===== src/rtl/dbg2w_pkg.sv =====
`timescale 1ns/1ps
package dbg2w_pkg;

    typedef enum logic [3:0] {
        ST_IDLE,
        ST_TRST,
        ST_SETUP,
        ST_ACTIVATE,
        ST_SELECT,
        ST_LATCH,
        ST_SETTLE,
        ST_FINAL,
        ST_HANDOFF
    } seq_state_t;

    // Cycles needed to cover at least ns nanoseconds, never below one.
    function automatic longint unsigned ns_to_cycles(longint unsigned clk_hz,
                                                     longint unsigned ns);
        longint unsigned c;
        c = (clk_hz * ns + 64'd999_999_999) / 64'd1_000_000_000;
        return (c == 0) ? 64'd1 : c;
    endfunction

    function automatic longint unsigned max2(longint unsigned a, longint unsigned b);
        return (a > b) ? a : b;
    endfunction

endpackage


===== src/rtl/dbg2w_hold_timer.sv =====
`timescale 1ns/1ps
module dbg2w_hold_timer #(
    parameter int CW = 16
) (
    input  logic          clk,
    input  logic          rst_n,
    input  logic          load_i,
    input  logic [CW-1:0] load_val_i,
    output logic          expired_o
);

    logic [CW-1:0] cnt_q;

    always_ff @(posedge clk) begin
        if (!rst_n) begin
            cnt_q <= '0;
        end else if (load_i) begin
            cnt_q <= load_val_i;
        end else if (cnt_q != '0) begin
            cnt_q <= cnt_q - 1'b1;
        end
    end

    assign expired_o = (cnt_q == '0);

    // Counter rests at zero until reloaded: holds never wrap. R3
    AST_NO_UNDERFLOW: assert property (@(posedge clk) disable iff (!rst_n)
        (cnt_q == '0 && !load_i) |=> (cnt_q == '0));

    // A load always takes effect on the next edge. R4
    AST_LOAD_TAKEN: assert property (@(posedge clk) disable iff (!rst_n)
        load_i |=> (cnt_q == $past(load_val_i)));

endmodule


===== src/rtl/dbg2w_seq_fsm.sv =====
`timescale 1ns/1ps
module dbg2w_seq_fsm
    import dbg2w_pkg::*;
#(
    parameter int            CW            = 16,
    parameter logic [CW-1:0] LD_TRST       = '0,
    parameter logic [CW-1:0] LD_SETUP      = '0,
    parameter logic [CW-1:0] LD_ACTIVATE   = '0,
    parameter logic [CW-1:0] LD_SELECT     = '0,
    parameter logic [CW-1:0] LD_LATCH      = '0,
    parameter logic [CW-1:0] LD_SETTLE     = '0,
    parameter logic [CW-1:0] LD_FINAL      = '0
) (
    input  logic          clk,
    input  logic          rst_n,
    input  logic          start_i,
    input  logic          expired_i,
    output seq_state_t    state_d_o,
    output logic          tmr_load_o,
    output logic [CW-1:0] tmr_val_o,
    output logic          busy_o,
    output logic          done_o
);

    seq_state_t state_q;
    seq_state_t state_d;
    logic       done_q;

    function automatic logic [CW-1:0] reload_of(seq_state_t s);
        logic [CW-1:0] v;
        unique case (s)
            ST_TRST:     v = LD_TRST;
            ST_SETUP:    v = LD_SETUP;
            ST_ACTIVATE: v = LD_ACTIVATE;
            ST_SELECT:   v = LD_SELECT;
            ST_LATCH:    v = LD_LATCH;
            ST_SETTLE:   v = LD_SETTLE;
            ST_FINAL:    v = LD_FINAL;
            default:     v = '0;
        endcase
        return v;
    endfunction

    // State register
    always_ff @(posedge clk) begin
        if (!rst_n) begin
            state_q <= ST_IDLE;
            done_q  <= 1'b0;
        end else begin
            state_q <= state_d;
            done_q  <= (state_q == ST_FINAL) && expired_i;
        end
    end

    // Next state
    always_comb begin
        state_d = state_q;
        unique case (state_q)
            ST_IDLE,
            ST_HANDOFF:  if (start_i)   state_d = ST_TRST;
            ST_TRST:     if (expired_i) state_d = ST_SETUP;
            ST_SETUP:    if (expired_i) state_d = ST_ACTIVATE;
            ST_ACTIVATE: if (expired_i) state_d = ST_SELECT;
            ST_SELECT:   if (expired_i) state_d = ST_LATCH;
            ST_LATCH:    if (expired_i) state_d = ST_SETTLE;
            ST_SETTLE:   if (expired_i) state_d = ST_FINAL;
            ST_FINAL:    if (expired_i) state_d = ST_HANDOFF;
            default:                    state_d = ST_IDLE;
        endcase
    end

    // Outputs
    always_comb begin
        tmr_load_o = (state_d != state_q);
        tmr_val_o  = reload_of(state_d);
        busy_o     = (state_q != ST_IDLE) && (state_q != ST_HANDOFF);
        done_o     = done_q;
        state_d_o  = state_d;
    end

    AST_START_IGNORED: assert property (@(posedge clk) disable iff (!rst_n)
        (busy_o && start_i && !expired_i) |=> (state_q == $past(state_q)));

    AST_DONE_ONE_CYCLE: assert property (@(posedge clk) disable iff (!rst_n)
        done_q |=> !done_q);

    AST_DONE_AFTER_FINAL: assert property (@(posedge clk) disable iff (!rst_n)
        $rose(done_q) |-> ($past(state_q) == ST_FINAL && state_q == ST_HANDOFF));

    AST_NOT_BUSY_AT_DONE: assert property (@(posedge clk) disable iff (!rst_n)
        done_q |-> !busy_o);

endmodule


===== src/rtl/dbg2w_pin_drv.sv =====
`timescale 1ns/1ps
module dbg2w_pin_drv
    import dbg2w_pkg::*;
(
    input  logic       clk,
    input  logic       rst_n,
    input  seq_state_t state_d_i,
    output logic       tck_o,
    output logic       tdio_o,
    output logic       oe_o,
    output logic       engine_sel_o
);

    logic tck_n, tdio_n, oe_n, sel_n;

    always_comb begin
        tck_n  = 1'b1;
        tdio_n = 1'b1;
        oe_n   = 1'b0;
        sel_n  = 1'b0;
        unique case (state_d_i)
            ST_IDLE: ;
            ST_TRST,
            ST_SETUP,
            ST_LATCH: begin
                tck_n = 1'b0;
                oe_n  = 1'b1;
            end
            ST_ACTIVATE,
            ST_SELECT,
            ST_SETTLE,
            ST_FINAL: oe_n = 1'b1;
            ST_HANDOFF: sel_n = 1'b1;
            default: ;
        endcase
    end

    // Registered so the pins line up with the state register and never glitch.
    always_ff @(posedge clk) begin
        if (!rst_n) begin
            tck_o        <= 1'b1;
            tdio_o       <= 1'b1;
            oe_o         <= 1'b0;
            engine_sel_o <= 1'b0;
        end else begin
            tck_o        <= tck_n;
            tdio_o       <= tdio_n;
            oe_o         <= oe_n;
            engine_sel_o <= sel_n;
        end
    end

    AST_DATA_HIGH: assert property (@(posedge clk) disable iff (!rst_n)
        oe_o |-> tdio_o);

    AST_OWNER_EXCLUSIVE: assert property (@(posedge clk) disable iff (!rst_n)
        !(oe_o && engine_sel_o));

endmodule


===== src/rtl/dbg2w_entry_seq.sv =====
`timescale 1ns/1ps
module dbg2w_entry_seq
    import dbg2w_pkg::*;
#(
    parameter int unsigned CLK_HZ        = 50_000_000,
    parameter int unsigned T_TRST_NS     = 4_000_000,
    parameter int unsigned T_SETUP_NS    = 1_000,
    parameter int unsigned T_ACTIVATE_NS = 20_000_000,
    parameter int unsigned T_SELECT_NS   = 60_000,
    parameter int unsigned T_LATCH_NS    = 1_000,
    parameter int unsigned T_SETTLE_NS   = 60_000,
    parameter int unsigned T_FINAL_NS    = 5_000_000
) (
    input  logic clk,
    input  logic rst_n,
    input  logic start_i,
    output logic tck_o,
    output logic tdio_o,
    output logic pins_oe_o,
    output logic engine_sel_o,
    output logic busy_o,
    output logic done_o
);

    localparam longint unsigned C_TRST     = ns_to_cycles(CLK_HZ, T_TRST_NS);
    localparam longint unsigned C_SETUP    = ns_to_cycles(CLK_HZ, T_SETUP_NS);
    localparam longint unsigned C_ACTIVATE = ns_to_cycles(CLK_HZ, T_ACTIVATE_NS);
    localparam longint unsigned C_SELECT   = ns_to_cycles(CLK_HZ, T_SELECT_NS);
    localparam longint unsigned C_LATCH    = ns_to_cycles(CLK_HZ, T_LATCH_NS);
    localparam longint unsigned C_SETTLE   = ns_to_cycles(CLK_HZ, T_SETTLE_NS);
    localparam longint unsigned C_FINAL    = ns_to_cycles(CLK_HZ, T_FINAL_NS);
    localparam longint unsigned C_MAX =
        max2(max2(max2(C_TRST, C_SETUP), max2(C_ACTIVATE, C_SELECT)),
             max2(max2(C_LATCH, C_SETTLE), C_FINAL));
    localparam int CW = (C_MAX < 2) ? 1 : $clog2(C_MAX);

    seq_state_t    state_d;
    logic          tmr_load;
    logic [CW-1:0] tmr_val;
    logic          expired;

    dbg2w_hold_timer #(.CW(CW)) u_timer (
        .clk        (clk),
        .rst_n      (rst_n),
        .load_i     (tmr_load),
        .load_val_i (tmr_val),
        .expired_o  (expired)
    );

    dbg2w_seq_fsm #(
        .CW          (CW),
        .LD_TRST     (CW'(C_TRST - 1)),
        .LD_SETUP    (CW'(C_SETUP - 1)),
        .LD_ACTIVATE (CW'(C_ACTIVATE - 1)),
        .LD_SELECT   (CW'(C_SELECT - 1)),
        .LD_LATCH    (CW'(C_LATCH - 1)),
        .LD_SETTLE   (CW'(C_SETTLE - 1)),
        .LD_FINAL    (CW'(C_FINAL - 1))
    ) u_fsm (
        .clk        (clk),
        .rst_n      (rst_n),
        .start_i    (start_i),
        .expired_i  (expired),
        .state_d_o  (state_d),
        .tmr_load_o (tmr_load),
        .tmr_val_o  (tmr_val),
        .busy_o     (busy_o),
        .done_o     (done_o)
    );

    dbg2w_pin_drv u_pins (
        .clk          (clk),
        .rst_n        (rst_n),
        .state_d_i    (state_d),
        .tck_o        (tck_o),
        .tdio_o       (tdio_o),
        .oe_o         (pins_oe_o),
        .engine_sel_o (engine_sel_o)
    );

    AST_BUSY_DRIVES: assert property (@(posedge clk) disable iff (!rst_n)
        busy_o |-> pins_oe_o);

    AST_IDLE_SILENT: assert property (@(posedge clk) disable iff (!rst_n)
        (!busy_o && !engine_sel_o) |-> (!pins_oe_o && !done_o));

    AST_START_FIRST_LEVELS: assert property (@(posedge clk) disable iff (!rst_n)
        (!busy_o && start_i) |=> (busy_o && pins_oe_o && !tck_o && tdio_o));

endmodule


===== config.mk =====
export PLATFORM = sky130hd
export DESIGN_NAME = dbg2w_entry_seq
export DESIGN_NICKNAME = d
export VERILOG_FILES = /design/src/rtl/dbg2w_pkg.sv /design/src/rtl/dbg2w_hold_timer.sv /design/src/rtl/dbg2w_seq_fsm.sv /design/src/rtl/dbg2w_pin_drv.sv /design/src/rtl/dbg2w_entry_seq.sv
export SDC_FILE = /design/constraint.sdc
export NUM_CORES = 1
export LEC_CHECK = 0
export BUFFER_PORTS_ARGS = -buffer_cell sky130_fd_sc_hd__buf_2
export CAP_MARGIN = 20
export CORE_MARGIN = 3
export CORE_UTILIZATION = 54
export CTS_CLUSTER_SIZE = 25
export DETAILED_ROUTE_END_ITERATION = 6
export PLACE_DENSITY = 0.84
export SLEW_MARGIN = 10
export SYNTH_ARGS = -nofsm -noshare
export SYNTH_HDL_FRONTEND = slang
export SYNTH_SLANG_ARGS = --single-unit

===== constraint.sdc =====
create_clock -name clk -period 2.1 [get_ports clk]
set_clock_uncertainty 0.05 [all_clocks]
set_input_delay 0.315 -clock clk [delete_from_list [all_inputs] [get_ports clk]]
set_output_delay 0.315 -clock clk [all_outputs]
set_load 0.01 [all_outputs]

=== Yosys cells after proc, flatten, opt, wreduce, memory -nomap -nowiden ===
Index checks and enable logic that the tools add are counted.

* Flip-flop bits (word level): 28
* Bits in latches: 0
* Memory bits (writable): 0
* Memory bits (read-only): 0
* Output and inout port bits: 6
* Word-level logic and storage cells: 52
* Memories: 0

* $add $sub $neg: 1
* Multipliers: 0
* Div/mod/pow operators: 0
* Magnitude comparators: 0
* Equal/unequal tests: 18
* Shift operators: 0
* Mux-type cells: 15
* Bitwise operators: 0
* Reductions and logical operators: 12

{| class="wikitable"
|+ Operators by type and width
! cell !! number
|-
| $pmux W20 S5 || 1
|-
| $mux W20 || 2
|-
| $eq A4 B3 Y1 const B || 8
|-
| $mux W4 || 8
|-
| $pmux W4 S8 || 1
|-
| $logic_not A20 Y1 || 1
|-
| $reduce_bool A20 Y1 || 1
|-
| $sub A20 B1 Y20 const B || 1
|-
| $eq A4 B2 Y1 const B || 4
|-
| $eq A4 B1 Y1 const B || 2
|-
| $eq A4 B4 Y1 const B || 2
|-
| $reduce_or A7 Y1 || 1
|-
| $reduce_or A2 Y1 || 3
|-
| $logic_not A4 Y1 || 1
|-
| $ne A4 B4 Y1 || 1
|-
| $ne A4 B4 Y1 const B || 1
|-
| $reduce_bool A4 Y1 || 1
|-
| $mux W1 || 3
|-
| $reduce_or A3 Y1 || 1
|-
| $logic_and A1 B1 Y1 || 2
|-
| $reduce_bool A2 Y1 || 1
|}

=== Longest topological paths before layout ===
Gate-level depths: netlist of run 1.

* Depth after elaboration: 7
* Mapped depth: 8

=== Modules after synthesis ===
A second synthesis of run 1 with hierarchy kept.

* Cells, all modules: 204
* Area, all modules: 1701.6 µm²

{| class="wikitable"
|+ Modules (own cells, without submodules)
! module !! times used !! cells an instance !! area an instance (µm²) !! seq. area each (µm²)
|-
| dbg2w_hold_timer || 1 || 122 || 1087.3 || 400.4
|-
| dbg2w_seq_fsm || 1 || 70 || 495.5 || 100.1
|-
| dbg2w_pin_drv || 1 || 12 || 118.9 || 60.1
|}

=== Worst setup path after synthesis of run 1 ===
Ideal clock, no wire load.

* Path kind: register to register
* Start: register u_timer.cnt_q[13]
* End: register u_timer.cnt_q[9]
* Setup time: 0.128 ns
* Arrival time: 2.135 ns
* Required time: 1.922 ns
* Slack: -0.212 ns
* Stages on the path, launching flop included: 8
* Period minus slack after synthesis: 2.312 ns
* Cell sequence: dfxtp_1 -> or4_4 -> or4_1 -> buf_2 -> o31a_1 -> buf_6 -> a22oi_2 -> nor2_1

* Word-level cells in the longest chain between the ends: 7

{| class="wikitable"
|+ Ends and longest elaborated chain
! item !! RTL line !! source
|-
| start, declared || dbg2w_hold_timer.sv:12 || <nowiki>logic [CW-1:0] cnt_q;</nowiki>
|-
| start signal, assigned || dbg2w_hold_timer.sv:18 || <nowiki>cnt_q <= load_val_i;</nowiki>
|-
| start signal, assigned || dbg2w_hold_timer.sv:20 || <nowiki>cnt_q <= cnt_q - 1'b1;</nowiki>
|-
| $logic_not A20 Y1 || dbg2w_hold_timer.sv:24 || <nowiki>assign expired_o = (cnt_q == '0);</nowiki>
|-
| $mux W4, or another cell as far along || dbg2w_seq_fsm.sv:67 || <nowiki>ST_FINAL: if (expired_i) state_d = ST_HANDOFF;</nowiki>
|-
| $pmux W4 S8 || dbg2w_seq_fsm.sv:58 || <nowiki>unique case (state_q)</nowiki>
|-
| $eq A4 B3 Y1 or $eq A4 B2 Y1 (tied branches) || dbg2w_seq_fsm.sv:31 || <nowiki>unique case (s)</nowiki>
|-
| $reduce_or A2 Y1 (no line) || -- ||
|-
| $pmux W20 S5 || dbg2w_seq_fsm.sv:31 ||
|-
| $mux W20 || dbg2w_hold_timer.sv:17 || <nowiki>end else if (load_i) begin</nowiki>
|}

Several ways; a longest one is shown, not always the timed one.
A chain may end at the register's enable or synchronous reset.

=== Worst setup path in the final report of run 1 ===
* Start: register u_timer.cnt_q[16]
* End: register u_fsm.state_q[0]

* Word-level cells in the longest chain between the ends: 3

{| class="wikitable"
|+ Ends and longest elaborated chain
! item !! RTL line !! source
|-
| $logic_not A20 Y1 (*) || dbg2w_hold_timer.sv:24 ||
|-
| $mux W4, or another cell as far along || dbg2w_seq_fsm.sv:67 ||
|-
| $pmux W4 S8 (*) || dbg2w_seq_fsm.sv:58 ||
|-
| end signal, assigned || dbg2w_seq_fsm.sv:50 || <nowiki>state_q <= state_d;</nowiki>
|-
| end, declared || dbg2w_seq_fsm.sv:25 || <nowiki>seq_state_t state_q;</nowiki>
|}

Mark *: on every way between the ends. The rest lies on a longest branch, timed or not.

==> qor.txt, run 1 <==
Final Max Tran Viols: 0
Post-layout nets: 246
RSZ-0062 raised after global routing: yes
failing checks: negative setup slack
I/O pins: 9
antenna violations before repair: 0
Setup CP Type: reg2reg
Syn-to-layout area delta: 23.0%
Mapped Area: 1650 µm²
final number of hold-violating endpoints: 0
Worst-Skew Late Latency: 340 ps
Netlist cell types: 46
CTS buffer count: 3
Period Utilization, post-route: 1.06
yosys synthesis warning count: 0
htree depth: 1
# fillers: 199
outcome: finished with violations
Worst VDD drop: 435 µV
most frequent cells in the layout: 28 x buf_4, 26 x dfxtp_1, 20 x nand2_1, 20 x a21oi_1, 19 x nor2_1
crit path capture type: register
Leak Pwr: 0.804 nW
Core Util, Final: 0.719
share of post-route cells with drive strength above 1: 0.274
cts hold-fix bufs: 0
commonest non-fill, non-tap cell in the layout: buf_4
post-synthesis register bit count: 28
gpl congestion: 0.911
Sequential Power Share: 0.382
crit path launch type: register
vias: 1743
diode count: 0
Setup WS post-layout: -120 ps
WL/cell: 16.6 µm
Die Span Y: 61.3 µm
CTS root buffer: clkbuf_4
Post-DRT Antenna Nets: 0
Initial Utilization: 0.585
worst slack, placed: -91.5 ps
row count: 19
GRT Total Usage: 0.254
Int Pwr: 1.08 mW
TritonRoute pass-1 iters: 5
post-DP HPWL: 3250 µm
gr ovfl total: 0
max-cap violations: 0
Max-slew headroom: 0.637
Min Hold Slack: 246 ps
final setup vio count: 18
largest net degree at the start of global routing: 18
fin crit period: 2220 ps
Via density: 6.41
Syn Nets: 215
I/O Buffers: 7
die area: 3760 µm²
Net Switching: 0.670 mW
Fmax achieved: 0.451 GHz
global-route wire length before repair: 7060 µm
Core Footprint: 2830 µm²
CTS clk-pin slew, worst paths: 150 ps
Cells after Synth: 211
DRC: 0
Seq/Total Area, Yosys: 0.339
Clock power frac: 0.155
vias in the first global route: 1523
pwr dens: 863 nW/µm²
final wirelength: 4530 µm
Critical Path RT: 2340 ps
Die Span X: 61.3 µm
CP max FO: 6
clk buf depth: 2
Combinational Power Share: 0.462
Net Sw Frac: 0.382
Worst-Margin Slew: 544 ps
WP data arrival: 2460 ps
initial DRC count: 191
CTS tree: done
clock sinks: 28
Avg Cell Area, Syn: 7.84 µm²
min-delay worst type: in2reg
-- per-stage QoR --
step                      power (mW)  std cells  instance area (µm²)  setup TNS, ps
after floorplan                 1.14        211                 1670          -1270
after global placement          1.37        267                 1900           -332
after detailed placement        1.39        267                 1900           -688
after CTS                       1.67        271                 1960          -1170
after global routing            1.86        272                 2030          -2540
final                           1.76        272                 2030          -1150
-- worst paths after layout --
path / from / end / slack (ps) / cells after the start
min: rst_n / u_timer.cnt_q[13] / 250 / 3
max: u_timer.cnt_q[16] / u_fsm.state_q[0] / -120 / 7
max reg2reg: u_timer.cnt_q[16] / u_fsm.state_q[0] / -120 / 7
min reg2reg: u_timer.cnt_q[1] / u_timer.cnt_q[1] / 530 / 2
-- routing by layer --
layer | routed length [µm] | track usage | vias up | share of wire
li1 | - | - | 820 | -
met1 | 1860 | 0.346 | 807 | 0.41
met2 | 2110 | 0.424 | 100 | 0.47
met3 | 431 | 0.0377 | 16 | 0.095
met4 | 130 | 0.0576 | 0 | 0.029
met5 | 0 | 0 | - | 0
-- synth_stat cells, drive strengths merged --
master   count  area, µm²
nand2b       6       37.5
a21oi       22        110
and3b        1       8.76
xnor2       16        140
o21ai       13       65.1
buf          4       27.5
nand3        5       25.0
a31o         1       8.76
or3          3       18.8
or4          3       26.3
nor2b        2       12.5
nand4b       1       8.76
nor4b        1       8.76
ha           1       12.5
nand3b       1       7.51
o31a         2       17.5
o21a         1       7.51
mux2i        1       10.0
o2bb2ai      1       8.76
xor2         3       26.3
clkbuf       7       26.3
o211a        1       10.0
nor3        10       50.1
dfxtp       28        561
o22ai        1       6.26
o21bai       2       15.0
a221oi       1       8.76
mux2         1       11.3
o41ai        1       8.76
a31oi        3       18.8
nor2        20       77.6
a22oi        1       12.5
and4         1       8.76
nand4        7       43.8
inv          5       18.8
nand2       21       78.8
or4b         1       10.0
nor4        11       96.3
conb         1       3.75
-- power by group through the flow --
stage / Combinational (mW) / Sequential (mW) / Clock [mW]
after global placement: 0.698 / 0.676 / 0
after CTS: 0.733 / 0.667 / 0.274
after detailed placement: 0.712 / 0.678 / 0
after global routing: 0.881 / 0.680 / 0.295
final: 0.811 / 0.671 / 0.273
after floorplan: 0.478 / 0.667 / 0
-- sequential cells by signal (all words and copies together), names as in the netlist --
register             flops
u_fsm.done_o             1
u_timer.cnt_q           20
u_pins.oe_o              1
u_fsm.state_q            4
u_pins.tck_o             1
u_pins.engine_sel_o      1
-- what timing repair did --
item	CTS	global route
gates cloned	0	0
resized for setup	4	23
pin swaps	3	8
endpoints found under the setup margin	21	25
setup buffers	0	1
-- logic make-up after synthesis --
| group | Yosys count | synth area share |
|---|---|---|
| AO/OA/AOI/OAI | 50 | 0.180 |
| buffers and inverters | 16 | 0.0439 |
| other | 1 | 0.00227 |
| XOR/XNOR | 19 | 0.101 |
| flip-flops | 28 | 0.339 |
| AND/OR/NAND/NOR | 94 | 0.314 |
| multiplexers | 2 | 0.0129 |
| adder cells (fa/ha/maj) | 1 | 0.00756 |
-- critical path: stages (launching register included) --
cell and delay [ps]:
dfxtp_2 350, or4_4 530, buf_4 160, or3_4 340, nor4_4 260, buf_4 210, mux2_2 160, o211a_1 120
-- layout make-up --
class | instances | area (µm²) | area share
Multi-Input combinational cell | 167 | 1110 | 0.546
Sequential cell | 28 | 563 | 0.277
Timing Repair Buffer | 37 | 268 | 0.132
Tap cell | 31 | 38.8 | 0.0191
Clock buffer | 4 | 36.3 | 0.0178
Inverter | 5 | 18.8 | 0.00923
(Power assumes the default switching activity.)
==> run 2: changes to the inputs <==
- CORE_UTILIZATION: 54 -> 40
- PLACE_DENSITY: 0.84 -> 0.67
==> qor.txt, run 2 (synthesis results as in run 1) <==
CP endpoint: u_fsm.state_q[3]
clock sinks: 28
share of post-route cells with drive strength above 1: 0.281
diode count: 0
flop2flop setup slack: -140 ps
Worst VDD drop: 473 µV
WP data arrival: 2410 ps
Core Footprint: 3830 µm²
CTS tree: done
Max-slew headroom: 0.623
reg2reg start: u_timer.cnt_q[16]
Placed Cells: 284
crit-path cells: or4_4 > or4_4 > buf_6 > or4_4 > a21oi_2
vias in the first global route: 1471
min-delay worst type: in2reg
die area: 4940 µm²
post-route insts no fill: 290
Largest regs: u_timer.cnt_q: 20 flops, u_fsm.state_q: 4 flops
Worst-Skew Late Latency: 280 ps
Routed met3 length: 245 µm
CP max FO: 5
met2 wire length: 2080 µm
Combinational Power Share: 0.422
Post-layout nets: 247
fin crit period: 2240 ps
reg-to-reg endpoint: u_fsm.state_q[3]
DRC: 0
Fmax achieved: 0.446 GHz
max reg flops: 20
RSZ-0062 raised after global routing: yes
crit path max-delay cell type: or4_4
largest register by flop count: u_timer.cnt_q
cts hold-fix bufs: 0
crit path launch type: register
Setup CP Type: reg2reg
TritonRoute pass-1 iters: 4
most used cell, CP: or4_4
Sequential Power Share: 0.352
final setup vio count: 18
largest net degree at the start of global routing: 17
Final Max Tran Viols: 0
Die Span Y: 70.3 µm
post-DP HPWL: 3260 µm
CP startpoint: u_timer.cnt_q[16]
Net Sw Frac: 0.346
WL/cell: 15.4 µm
clk buf depth: 2
Metal-1 WL: 2110 µm
Net Switching: 0.662 mW
Setup WS post-layout: -141 ps
CTS buffer count: 3
final number of hold-violating endpoints: 0
Clock power frac: 0.226
antenna violations before repair: 0
worst reg-to-reg path cell count: 5
Syn-to-layout area delta: 26.6%
I/O Buffers: 7
CTS root buffer: clkbuf_8
CP top delay family: simple AND/OR/NAND/NOR gates
pwr dens: 914 nW/µm²
Period Utilization, post-route: 1.07
row count: 22
initial DRC count: 95
outcome: finished with violations
Post-DRT Antenna Nets: 0
Die Span X: 70.3 µm
max-cap violations: 0
Worst-Margin Slew: 565 ps
gpl congestion: 0.908
I/O pins: 9
Leak Pwr: 0.803 nW
worst slack, placed: -112 ps
vias: 1627
GRT Total Usage: 0.179
crit path capture type: register
# fillers: 365
Levels on crit path: 5
Int Pwr: 1.25 mW
Largest stage delay, worst path: 530 ps
Via density: 5.61
Crit path buffers/inverters: 1
global-route wire length before repair: 7110 µm
most frequent cells in the layout: 26 x buf_4, 26 x dfxtp_1, 21 x nand2_1
Initial Utilization: 0.432
CTS clk-pin slew, worst paths: 100 ps
gr ovfl total: 0
htree depth: 1
Critical Path RT: 2270 ps
final wirelength: 4460 µm
highest routed layer: met4
failing checks: negative setup slack
## run 2: changes by cell type in the layout (fill, tap and decap cells not counted), moves of 2 or more
cell and change:
a21oi_1 -5, a21oi_2 +4, buf_4 -2, buf_6 +3, clkbuf_4 -3, clkbuf_8 +2, nor2_2 +2
## run 2: worst min path at each step
stage	endpoint	from	slack, ps	depth (start not counted)
final	u_pins.oe_o	rst_n	300	3
after global routing	u_timer.cnt_q[16]	start_i	330	3
after CTS	u_pins.oe_o	rst_n	300	3
after detailed placement	u_timer.cnt_q[1]	u_timer.cnt_q[1]	500	2
after global placement	u_timer.cnt_q[1]	u_timer.cnt_q[1]	490	2
after floorplan	u_pins.oe_o	rst_n	400	2
## run 2: cell type report
class	count	area, µm²	area share
Multi-Input combinational cell	167	1090	0.522
Clock inverter	1	30.0	0.0143
Tap cell	48	60.1	0.0287
Inverter	5	18.8	0.00897
Sequential cell	28	563	0.269
Clock buffer	3	41.3	0.0197
Timing Repair Buffer	38	287	0.137
## run 2: layer usage
| layer | vias up | track usage |
|---|---|---|
| met3 | 2 | 0.0345 |
| met5 | - | 0 |
| li1 | 823 | - |
| met1 | 767 | 0.249 |
| met2 | 35 | 0.286 |
| met4 | 0 | 0.0383 |
## run 2: timing repair
| action | in CTS | in global routing |
|---|---|---|
| setup endpoints to repair | 20 | 25 |
| gates resized for setup | 5 | 22 |
| buffers inserted | 0 | 2 |
| pin swaps | 2 | 9 |
| gates cloned | 0 | 0 |
## run 2: tightest hold or removal path: cells and delay by family
| kind | cells | cell delay (ps) |
|---|---|---|
| buf+inv | 1 | 150 |
| compound gates | 1 | 90 |
| simple gates | 1 | 50 |
## run 2: power groups by stage
stage                     clock network (mW)  registers (mW)  logic, mW
after floorplan                            0           0.667      0.478
after global placement                     0           0.680      0.697
after detailed placement                   0           0.682      0.704
after CTS                              0.446           0.670      0.727
after global routing                   0.463           0.682      0.889
final                                  0.432           0.673      0.809
## run 2: metrics by stage
stage / area [µm²] / hold slack, ps / TNS, ps / total power [mW] / util
global placement: 1920 / 488 / -566 / 1.38 / 0.501
global route: 2090 / 331 / -2940 / 2.03 / 0.547
floorplan: 1670 / 401 / -1270 / 1.14 / -
CTS: 2010 / 300 / -966 / 1.84 / 0.525
finish: 2090 / 303 / -1160 / 1.91 / 0.547
detailed placement: 1920 / 498 / -661 / 1.39 / 0.501
==> run 3: changes to the inputs <==
- CTS_BUF_LIST: unset -> sky130_fd_sc_hd__clkbuf_16
==> qor.txt, run 3 (synthesis results as in run 1) <==
Int Pwr: 1.38 mW
htree depth: 1
final setup vio count: 16
WP data arrival: 2340 ps
Largest stage delay, worst path: 530 ps
GRT Total Usage: 0.186
final wirelength: 4630 µm
CTS buffer count: 3
I/O Buffers: 7
WL/cell: 16.0 µm
failing checks: negative setup slack
TritonRoute pass-1 iters: 4
Fmax achieved: 0.444 GHz
most used cell, CP: or4_4
cts hold-fix bufs: 0
CTS root buffer: clkbuf_16
die area: 4940 µm²
Largest regs: u_timer.cnt_q: 20 flops, u_fsm.state_q: 4 flops
row count: 22
reg-to-reg endpoint: u_timer.cnt_q[17]
CP max FO: 7
fin crit period: 2250 ps
Worst VDD drop: 411 µV
crit path launch type: register
share of post-route cells with drive strength above 1: 0.293
DRC: 0
Finished Cell Area: 2140 µm²
Leak Pwr: 0.820 nW
Core Footprint: 3830 µm²
placed cell area: 1920 µm²
I/O pins: 9
Setup WS post-layout: -151 ps
Final Power: 2.08 mW
Worst-Skew Late Latency: 270 ps
initial DRC count: 85
gr ovfl total: 0
max reg flops: 20
Crit path buffers/inverters: 1
post-DP HPWL: 3260 µm
CP startpoint: u_timer.cnt_q[16]
Worst-Margin Slew: 582 ps
Syn-to-layout area delta: 29.3%
Die Span Y: 70.3 µm
Via density: 5.82
pwr dens: 972 nW/µm²
Period Utilization, post-route: 1.07
Max-slew headroom: 0.612
most frequent cells in the layout: 26 x buf_4, 26 x dfxtp_1, 19 x nand2_1
Final Max Tran Viols: 0
RSZ-0062 raised after global routing: yes
reg2reg start: u_timer.cnt_q[16]
flop2flop setup slack: -150 ps
Core Util, Final: 0.559
Post-DRT Antenna Nets: 0
max-cap violations: 0
final number of hold-violating endpoints: 0
largest register by flop count: u_timer.cnt_q
CP endpoint: u_timer.cnt_q[17]
Post-layout nets: 247
vias: 1689
vias in the first global route: 1518
Clock power frac: 0.281
Sum Neg Setup Slack: -858 ps
Initial Utilization: 0.432
CP top delay family: simple AND/OR/NAND/NOR gates
global-route wire length before repair: 7310 µm
crit-path cells: or4_4 > or4_4 > o31a_1 > buf_6 > o21bai_1 > a31oi_1
diode count: 0
largest net degree at the start of global routing: 17
Net Switching: 0.700 mW
Critical Path RT: 2190 ps
antenna violations before repair: 0
min-delay worst type: in2reg
Sequential Power Share: 0.324
Placed Cells: 284
outcome: finished with violations
crit path capture type: register
post-route insts no fill: 290
worst reg-to-reg path cell count: 6
Die Span X: 70.3 µm
CTS clk-pin slew, worst paths: 70 ps
clock sinks: 28
Combinational Power Share: 0.395
Levels on crit path: 6
Setup CP Type: reg2reg
clk buf depth: 2
gpl congestion: 0.908
CTS tree: done
crit path max-delay cell type: or4_4
Net Sw Frac: 0.337
## run 3: changes by cell type in the layout (fill, tap and decap cells not counted), moves of 2 or more
cell	delta
nand2_2	+2
clkbuf_16	+3
nand2_1	-2
clkbuf_8	-3
## run 3: cell type report
| type | instances | area (µm²) |
|---|---|---|
| clock inverter | 1 | 30.0 |
| clock buffer | 3 | 75.1 |
| timing repair buffer | 38 | 287 |
| sequential | 28 | 563 |
| multi-input combinational | 167 | 1110 |
| inverter | 5 | 18.8 |
| tap | 48 | 60.1 |
| fill | 357 | 1690 |
## run 3: how the worst min path moves through the flow
stage / startpoint / endpoint / slack (ps) / cells after the start
2_1_floorplan: rst_n / u_pins.oe_o / 400 / 2
3_3_place_gp: u_timer.cnt_q[1] / u_timer.cnt_q[1] / 490 / 2
3_5_place_dp: u_timer.cnt_q[1] / u_timer.cnt_q[1] / 500 / 2
4_1_cts: rst_n / u_timer.cnt_q[13] / 330 / 3
5_1_grt: start_i / u_timer.cnt_q[16] / 350 / 3
6_report: rst_n / u_timer.cnt_q[13] / 330 / 3
## run 3: power by group through the flow
stage	registers [mW]	clock network, mW	logic (mW)
CTS	0.670	0.588	0.736
global route	0.683	0.611	0.897
detailed placement	0.682	0	0.704
floorplan	0.667	0	0.478
global placement	0.680	0	0.697
finish	0.674	0.585	0.821
## run 3: per-layer routing
layer	global-route usage	up-vias	wire, µm	part of all wire
met5	0	-	0	0
met4	0.0617	0	86	0.019
met3	0.0417	8	358	0.077
met1	0.248	789	2010	0.43
met2	0.295	69	2170	0.47
li1	-	823	-	-
## run 3: through the flow
stage | hold slack, ps | setup WS, ps
2_1_floorplan | 401 | -155
3_3_place_gp | 488 | -106
3_5_place_dp | 498 | -112
4_1_cts | 325 | -110
5_1_grt | 354 | -197
6_report | 327 | -151
## run 3: worst reg2reg max path, stage by stage (launching register included)
cell,delay (ps)
dfxtp_2,320
or4_4,530
or4_4,460
o31a_1,340
buf_6,150
o21bai_1,190
a31oi_1,80
## run 3: what timing repair did
item | CTS | global route
resized for setup | 10 | 20
endpoints found under the setup margin | 18 | 25
setup buffers | 0 | 2
pin swaps | 2 | 9
